==> config.mk <==
export PLATFORM = sky130hd
export DESIGN_NAME = fx_flag_gen
export DESIGN_NICKNAME = d
export VERILOG_FILES = /design/src/rtl/fx_flag_gen.sv
export SDC_FILE = /design/constraint.sdc
export NUM_CORES = 1
export LEC_CHECK = 0
export BUFFER_PORTS_ARGS = -buffer_cell sky130_fd_sc_hd__buf_2
export CORE_AREA = 2 2 110 112
export DETAILED_ROUTE_END_ITERATION = 8
export DIE_AREA = 0 0 112 114
export PLACE_DENSITY = 0.73
export SLEW_MARGIN = 20
export SYNTH_ARGS = -nofsm -noshare
export SYNTH_HDL_FRONTEND = slang
export SYNTH_SLANG_ARGS = --single-unit
==> constraint.sdc <==
create_clock -name vclk -period 5.9
set_clock_uncertainty 0.2 [all_clocks]
set_input_delay 1.18 -clock vclk [all_inputs]
set_output_delay 1.18 -clock vclk [all_outputs]
set_load 0.03 [all_outputs]
==> src/rtl/fx_flag_gen.sv <==
module fx_flag_gen #(
  parameter int XLEN    = 64,
  parameter bit REG_OUT = 1'b0
) (
  input  logic            clk,
  input  logic            rst_n,
  input  logic [XLEN-1:0] op_a,
  input  logic [XLEN-1:0] op_b,
  input  logic [XLEN-1:0] result,
  input  logic [XLEN-1:0] imm,
  input  logic            is_add,
  input  logic            inv_a,
  input  logic            imm_valid,
  input  logic            carry_en,
  input  logic            oe_en,
  input  logic            rc_en,
  input  logic            div_ov_valid,
  input  logic            div_ov,
  input  logic [1:0]      done_mask,
  input  logic            so_in,
  output logic            ca,
  output logic            ca_we,
  output logic            ca32,
  output logic            ca32_we,
  output logic            ov,
  output logic            ov32,
  output logic            ov_we,
  output logic            so_out,
  output logic            so_we,
  output logic [3:0]      cr0,
  output logic            cr0_we
);
  localparam int HALF = XLEN / 2;
  localparam int NOUT = 14;

  logic [XLEN-1:0] opa, opb;
  assign opa = inv_a ? ~op_a : op_a;
  assign opb = imm_valid ? imm : op_b;

  logic ca_c, ca32_add, ca32_cmp, ca32_c;
  assign ca_c     = (opa > result) | (opb > result);
  assign ca32_add = result[HALF] ^ opa[HALF] ^ opb[HALF];
  assign ca32_cmp = (opa[HALF-1:0] > result[HALF-1:0]) |
                    (opb[HALF-1:0] > result[HALF-1:0]);
  assign ca32_c   = is_add ? ca32_add : ca32_cmp;

  logic ov_full, ov_half, ov_c, ov32_c, ov_we_c, so_c;
  assign ov_full = (opa[XLEN-1] == opb[XLEN-1]) & (result[XLEN-1] != opa[XLEN-1]);
  assign ov_half = (opa[HALF-1] == opb[HALF-1]) & (result[HALF-1] != opa[HALF-1]);
  assign ov_c    = div_ov_valid ? div_ov : ov_full;
  assign ov32_c  = div_ov_valid ? div_ov : ov_half;
  assign ov_we_c = oe_en | div_ov_valid;
  assign so_c    = so_in | (ov_we_c & ov_c);

  logic neg, zero, pos;
  assign neg  = result[XLEN-1];
  assign zero = ~|result;
  assign pos  = ~neg & ~zero;

  logic [NOUT-1:0] nxt, q;
  assign nxt = {ca_c, carry_en & ~done_mask[0],
                ca32_c, carry_en & ~done_mask[1],
                ov_c, ov32_c, ov_we_c, so_c, ov_we_c,
                neg, pos, zero, so_c, rc_en};

  generate
    if (REG_OUT) begin : g_reg
      always_ff @(posedge clk or negedge rst_n) begin
        if (!rst_n) q <= '0;
        else        q <= nxt;
      end
    end else begin : g_comb
      assign q = nxt;
    end
  endgenerate

  assign {ca, ca_we, ca32, ca32_we, ov, ov32, ov_we, so_out, so_we, cr0, cr0_we} = q;
endmodule


==> run metrics, run 1 <==
status=completed; fin. max-slew vios=0; Die X=about 110 um; FMAX=between 150 and 200 MHz; layout cell share with drive strength beyond 1=about two fifths; Port Buffers=around 280; Die Height=between 100 and 150 um; Worst Max-Slew Pin Slew=roughly 900 ps; final-layout clock buffer total=0; Area contributors post-synth=ha_1, mux2_2, xor2_1, inv_1, a21oi_1; crit-path max FO=35; initial drt markers=roughly 120; LEAKAGE=~3.5 nW; slew margin rel.=between 30% and 40%; CP endpoint kind=output pin; max-cap violations=0; GPL Wtd Cong=0.894; post-synth top area share=between 30% and 40%; sequential share of the synthesized area=0%; Final setup viols=0; first-pass GRT wire length=23.4 mm; RSZ-0062 raised after global routing=no; Routed WL=between 15 and 20 mm; Synth Warn #=0; PwrDens=between 80 and 90 mW/mm^2; Post-CTS Setup Inserts=0; gr usage total=between 20% and 30%; WL/cell=between 15 and 20 um; dpl hpwl=approximately 14 mm; Initial Util=between 30% and 40%; crit-path most repeated cell=buf_2; Critical Path AT=between 4000 and 5000 ps; commonest non-fill, non-tap cell in the layout=buf_2; number of global-route vias before repair=~5000; I/O Pins=between 200 and 300; Netlist cell types=40; worst setup margin=between 400 and 500 ps; nets=roughly 1200; endpoints failing hold=0; Power, Total=0.499 mW; die area=between 0.01 and 0.015 mm^2; Tcrit/Tclk final=~90%; CP Data Required Time=4520 ps; Synth Net Count=between 900 and 1000; drt pass-1 iters=4; Synth Instances=580; routed vias/inst=~5.1; Slowest-stage cell, CP=nor4_1; fillers=1177; largest net degree at the start of global routing=36; antenna violations before repair=0; global route overflow=0; Post-Syn Area per Cell=just under 8 um^2; Inserted Diodes=0; pre-CTS setup slack=~450 ps; FF/Latch Area=0 um^2; worst vdd ir=between 0.04 and 0.05 mV; Syn-to-layout area delta=33.4%; hold depth=0; Crit Path Category=in2out; worst hold-check path type=in2out; vias after detailed routing=5081; Final Critical Period=~5400 ps; hold buffers post-CTS=0; post-synth top area cell=ha_1; most frequent cells in the layout=buf_2, ha_1, inv_1, xor2_1, mux2_2; setup TNS=0 ps; Core Area=approximately 0.012 mm^2; hold path start=rc_en; DRC viols=0; critical path's largest stage delay=approximately 550 ps; critical path cell sequence=buf_2 -> buf_12 -> mux2_2 -> ha_1 -> nand4_1 -> nor4_1 -> nand3_1 -> nor2_1 -> o22ai_1 -> a311o_1 -> buf_2; critical path launch point type=input pin; synthesized area=about 0.0046 mm^2; remaining antenna violation count after routing=0; PostCTS Resize Cnt=0; WHS Endpoint=cr0_we; # rows=40; FFs & Latches=0
critical path: cells and delay by family:
| kind | cells | cell delay, ps |
|---|---|---|
| AOI/OAI and AO/OA | 2 | 390 |
| adders and majority gates | 1 | 310 |
| buffers and inverters | 3 | 640 |
| muxes | 1 | 360 |
| and+or+nand+nor | 4 | 1150 |
power breakdown:
group	total, mW	switching [mW]	internal (mW)
sequential	0	0	0
clock	0	0	0
combinational	0.499	0.256	0.242
cells by family (layout without fill, tap and decap cells):
group,Yosys count,count (layout),synth area share [%]
AND/OR/NAND/NOR,127,127,15.0
AO/OA/AOI/OAI,106,106,14.4
multiplexers,64,64,15.6
adder cells (fa/ha/maj),128,128,34.8
XOR/XNOR,66,66,12.5
buffers and inverters,89,352,7.77
how the worst max path moves through the flow:
| stage | from | end | slack (ps) | cells past startpoint |
|---|---|---|---|---|
| 6_report | imm_valid | ca | 470 | 11 |
| 5_1_grt | imm_valid | ca | 310 | 11 |
| 4_1_cts | imm_valid | ca | 470 | 11 |
| 3_5_place_dp | imm_valid | ca | 450 | 11 |
| 3_3_place_gp | imm_valid | ca | 480 | 11 |
| 2_1_floorplan | imm_valid | ca | 590 | 11 |
through the flow:
stage | hold slack (ps) | cells | util (%) | cell area (um^2)
global route | 2160 | 990 | 52.5 | 6150
floorplan | 2270 | 580 | - | 4610
global placement | 2160 | 990 | 52.5 | 6150
CTS | 2160 | 990 | 52.5 | 6150
finish | 2160 | 990 | 52.5 | 6150
detailed placement | 2160 | 990 | 52.5 | 6150
cell type report:
cell class	count	area, um^2	share of cell area (%)
multi-input cells	491	4250	69.1
inverters	69	259	4.21
well taps	147	184	2.99
repair buffers	283	1450	23.7
cells in the mapped netlist (2+ instances only):
| cell type | n |
|---|---|
| a211o_1 | 2 |
| a21o_1 | 14 |
| a21oi_1 | 51 |
| a221o_1 | 5 |
| a221oi_1 | 5 |
| a221oi_2 | 2 |
| and2_0 | 3 |
| and4_1 | 11 |
| buf_1 | 6 |
| buf_4 | 6 |
| clkbuf_1 | 7 |
| ha_1 | 128 |
| inv_1 | 69 |
| mux2_2 | 63 |
| nand2_1 | 39 |
| nand3_1 | 10 |
| nand4_1 | 20 |
| nor2_1 | 14 |
| nor2b_1 | 4 |
| nor4_1 | 19 |
| o21ai_0 | 16 |
| o21ai_1 | 3 |
| o31ai_1 | 2 |
| xnor2_1 | 3 |
| xor2_1 | 63 |
metal layers:
metal	wire length, um	up-vias	share of wire, %	GRT usage [%]
li1	-	2640	-	-
met1	6740	2246	45	28.2
met2	7280	185	48	42.4
met3	983	10	6.5	2.60
met4	144	0	0.95	2.03
met5	0	-	0	0
No activity file was read; power rests on OpenSTA's default activity.
==> inputs of run 2 (changes only) <==
BUFFER_PORTS_ARGS = -buffer_cell sky130_fd_sc_hd__clkbuf_2   (was -buffer_cell sky130_fd_sc_hd__buf_2)
==> run 2 against run 1 <==
Compared with the run above: power hardly changed; utilization is the same; count of clock-buffer cells in the layout unchanged; cell count did not move; non-clock buffer count did not move; critical endpoint unchanged.
==> run metrics, run 2 (same netlist as run 1, synthesis figures left out) <==
RSZ-0062 raised after global routing=no; FF/Latch Area=0 um^2; Inserted Diodes=0; critical path's largest stage delay=around 360 ps; die area=between 0.01 and 0.015 mm^2; FFs & Latches=0; GPL Wtd Cong=roughly 0.88; met2 WL=between 7 and 8 mm; nets=about 1200; uppermost layer routed=met4; vias after detailed routing=slightly above 5000; Syn-to-layout area delta=33.4%; I/O Pins=283; Final Critical Period=around 5500 ps; Finished Cell Area=0.00615 mm^2; slew margin rel.=48.8%; CP endpoint=ca; Critical Path AT=a little over 4000 ps; most frequent cells in the layout=clkbuf_2, ha_1, inv_1, xor2_1, mux2_2; max-cap violations=0; status=completed; layout cell share with drive strength beyond 1=about two fifths; final-layout clock buffer total=0; DRC viols=0; worst hold-check path type=in2out; critical path launch point type=input pin; Final setup viols=0; Crit path depth=12; Buf+Inv Stages, Crit Path=3; crit-path most repeated cell=a21oi_1; routed vias/inst=between 5 and 6; remaining antenna violation count after routing=0; fin. max-slew vios=0; Tcrit/Tclk final=between 90% and 100%; Die Height=~110 um; crit-path max FO=35; dpl hpwl=roughly 14 mm; critical path launch point=imm_valid; Post-CTS Setup Inserts=0; Die X=around 110 um; PostCTS Resize Cnt=0; LEAKAGE=roughly 3.6 nW; initial drt markers=161; number of global-route vias before repair=~4900; PwrDens=between 80 and 90 mW/mm^2; Worst Max-Slew Pin Slew=~760 ps; Area after DPL=0.00615 mm^2; WL/cell=~15 um; Core Area=~0.012 mm^2; Port Buffers=around 280; antenna violations before repair=0; drt pass-1 iters=6; Crit Path Category=in2out; Initial Util=about two fifths; gr usage total=22.4%; endpoints failing hold=0; CP top delay family=compound AO/OA/AOI/OAI gates; routed wl met3=~960 um; hold buffers post-CTS=0; worst vdd ir=0.0424 mV; FMAX=between 150 and 200 MHz; Routed WL=about 15 mm; setup TNS=0 ps; first-pass GRT wire length=between 20 and 25 mm; critical path cell sequence=buf_2 -> buf_12 -> mux2_2 -> ha_1 -> a21oi_1 -> o21ai_0 -> a221o_1 -> a211o_1 -> a21oi_1 -> nor3b_1 -> a311o_1 -> clkbuf_2; # rows=40; Slowest-stage cell, CP=mux2_2; CP Data Required Time=around 4500 ps; routed metal-1 wirelength=6.67 mm; largest net degree at the start of global routing=36; global route overflow=0; commonest non-fill, non-tap cell in the layout=clkbuf_2; CP endpoint kind=output pin
## run 2: changes by cell type in the layout (fill, tap and decap cells not counted)
| cell | delta |
|---|---|
| buf_2 | -277 |
| clkbuf_2 | +277 |
## run 2: power breakdown
part | switching [mW] | internal (mW) | total, mW
clock network | 0 | 0 | 0
registers | 0 | 0 | 0
logic | 0.256 | 0.243 | 0.498
## run 2: how the worst min path moves through the flow
| stage | start | depth (start not counted) | to | slack [ps] |
|---|---|---|---|---|
| floorplan | done_mask[1] | 1 | ca32_we | 2270 |
| global placement | rc_en | 0 | cr0_we | 2160 |
| detailed placement | rc_en | 0 | cr0_we | 2160 |
| CTS | rc_en | 0 | cr0_we | 2160 |
| global route | rc_en | 0 | cr0_we | 2160 |
| finish | rc_en | 0 | cr0_we | 2160 |
## run 2: cell type report
type	count	area (um^2)
fillers	1188	5560
inverters	69	259
multi-input cells	491	4250
well taps	147	184
repair buffers	283	1450
## run 2: per-layer routing
layer	track usage, %	vias to the layer above
met1	28.3	2247
met4	2.36	0
met2	42.3	187
met3	2.71	8
li1	-	2646
met5	0	-
## run 2: metrics by stage
| stage | instances | setup slack, ps | util, % | power (mW) | hold WS [ps] |
|---|---|---|---|---|---|
| 2_1_floorplan | 580 | 595 | - | 0.316 | 2270 |
| 3_3_place_gp | 990 | 451 | 52.5 | 0.489 | 2160 |
| 3_5_place_dp | 990 | 383 | 52.5 | 0.500 | 2160 |
| 4_1_cts | 990 | 385 | 52.5 | 0.503 | 2160 |
| 5_1_grt | 990 | 258 | 52.5 | 0.570 | 2160 |
| 6_report | 990 | 430 | 52.5 | 0.498 | 2160 |
==> inputs of run 3 (changes only) <==
PLACE_DENSITY = 0.75   (was 0.73)
==> run 3 against run 2 <==
Compared with the run above: cell area increased by 0.28%; die area is the same; hold slack about the same; flip-flop and latch count unchanged; count of clock-buffer cells in the layout unchanged; largest cell class unchanged; sequential share of layout area stayed put; worst setup slack improved by 25 ps; highest routed layer unchanged.
==> run metrics, run 3 (same netlist as run 1, synthesis figures left out) <==
CP endpoint kind=output pin; Routed WL=approximately 15 mm; fin. max-slew vios=0; CP Data Required Time=4520 ps; PostCTS Resize Cnt=0; gr usage total=~23%; crit-path max FO=35; FFs & Latches=0; dpl hpwl=14.4 mm; drt pass-1 iters=4; WL/cell=about 15 um; global route overflow=0; DRC viols=0; slew margin rel.=47.1%; worst vdd ir=0.0420 mV; status=completed; hold depth=0; Syn-to-layout area delta=33.8%; layout cell share with drive strength beyond 1=42.0%; FMAX=roughly 180 MHz; first-pass GRT wire length=~24 mm; nets=1244; antenna violations before repair=1; endpoints failing hold=0; critical path launch point type=input pin; Worst Max-Slew Pin Slew=about 790 ps; largest net degree at the start of global routing=36; Post-CTS Setup Inserts=0; PwrDens=81.5 mW/mm^2; Psw=0.258 mW; setup TNS=0 ps; fillers=1149; Die Height=between 100 and 150 um; Core Area=0.0117 mm^2; internal power=0.244 mW; Tcrit/Tclk final=92.3%; Port Buffers=279; WHS Endpoint=cr0_we; remaining antenna violation count after routing=0; clock network power share=0%; Flop pwr share=0%; LEAKAGE=~3.6 nW; die area=0.0128 mm^2; Crit Path Category=in2out; Critical Path AT=4070 ps; hold buffers post-CTS=0; hold path start=rc_en; max-cap violations=0; most frequent cells in the layout=clkbuf_2, ha_1, inv_1, xor2_1, mux2_2; Final setup viols=0; combinational share of power=between 90% and 100%; number of global-route vias before repair=around 5000; final-layout clock buffer total=0; FF/Latch Area=0 um^2; initial drt markers=approximately 190; routed vias/inst=between 5 and 6; Final Util=about 53%; # rows=40; worst hold-check path type=in2out; I/O Pins=roughly 280; RSZ-0062 raised after global routing=no; Die X=~110 um; Final Critical Period=between 5000 and 6000 ps; switch share=about half; commonest non-fill, non-tap cell in the layout=clkbuf_2; Initial Util=about 39%; GPL Wtd Cong=0.905; vias after detailed routing=5077
-- run 3: cell types whose count changed in the layout (fill, tap and decap cells not counted), sizes merged --
cell	before	now
diode	0	1
buf	6	8
-- run 3: stage by stage --
| step | total power, mW | hold WS (ps) | cells | area (um^2) | setup WS, ps |
|---|---|---|---|---|---|
| 6_report | 0.502 | 2160 | 993 | 6160 | 455 |
| 4_1_cts | 0.506 | 2160 | 992 | 6160 | 429 |
| 5_1_grt | 0.571 | 2160 | 992 | 6160 | 266 |
| 3_5_place_dp | 0.503 | 2160 | 992 | 6160 | 428 |
| 2_1_floorplan | 0.316 | 2270 | 580 | 4610 | 595 |
| 3_3_place_gp | 0.492 | 2160 | 992 | 6160 | 456 |
-- run 3: how the worst max path moves through the flow --
stage | slack, ps | to | cells after the start | startpoint
after floorplan | 590 | ca | 11 | imm_valid
after global placement | 460 | ca | 11 | imm_valid
after detailed placement | 430 | ca | 11 | imm_valid
after CTS | 430 | ca | 11 | imm_valid
after global routing | 270 | ca | 11 | imm_valid
final | 450 | ca | 11 | imm_valid
-- run 3: layout make-up --
cell class | instances | area, um^2 | area share [%]
inverter | 69 | 259 | 4.20
tap | 147 | 184 | 2.98
timing repair buffer | 285 | 1470 | 23.8
multi-input combinational | 491 | 4250 | 68.9
antenna | 1 | 2.50 | 0.0406
-- run 3: layer usage --
metal  vias up  GRT usage (%)  routed length (um)
met2       192           43.0                7390
met1      2222           28.5                6720
met4         0           3.82                 293
met3        18           2.98                 978
li1       2645              -                   -
met5         -              0                   0
-- run 3: power by group through the flow --
stage                     logic (mW)  registers [mW]  clock network, mW
after floorplan                0.316               0                  0
after global placement         0.492               0                  0
after detailed placement       0.503               0                  0
after CTS                      0.506               0                  0
after global routing           0.571               0                  0
final                          0.502               0       0.0000000202
-- run 3: worst max-delay path, cell delays in order --
cell      delay [ps]
buf_2            230
buf_12           240
mux2_2           360
ha_1             310
nand4_1          190
nor4_1           560
nand3_1          230
nor2_1           150
o22ai_1           80
a311o_1          320
clkbuf_2         200
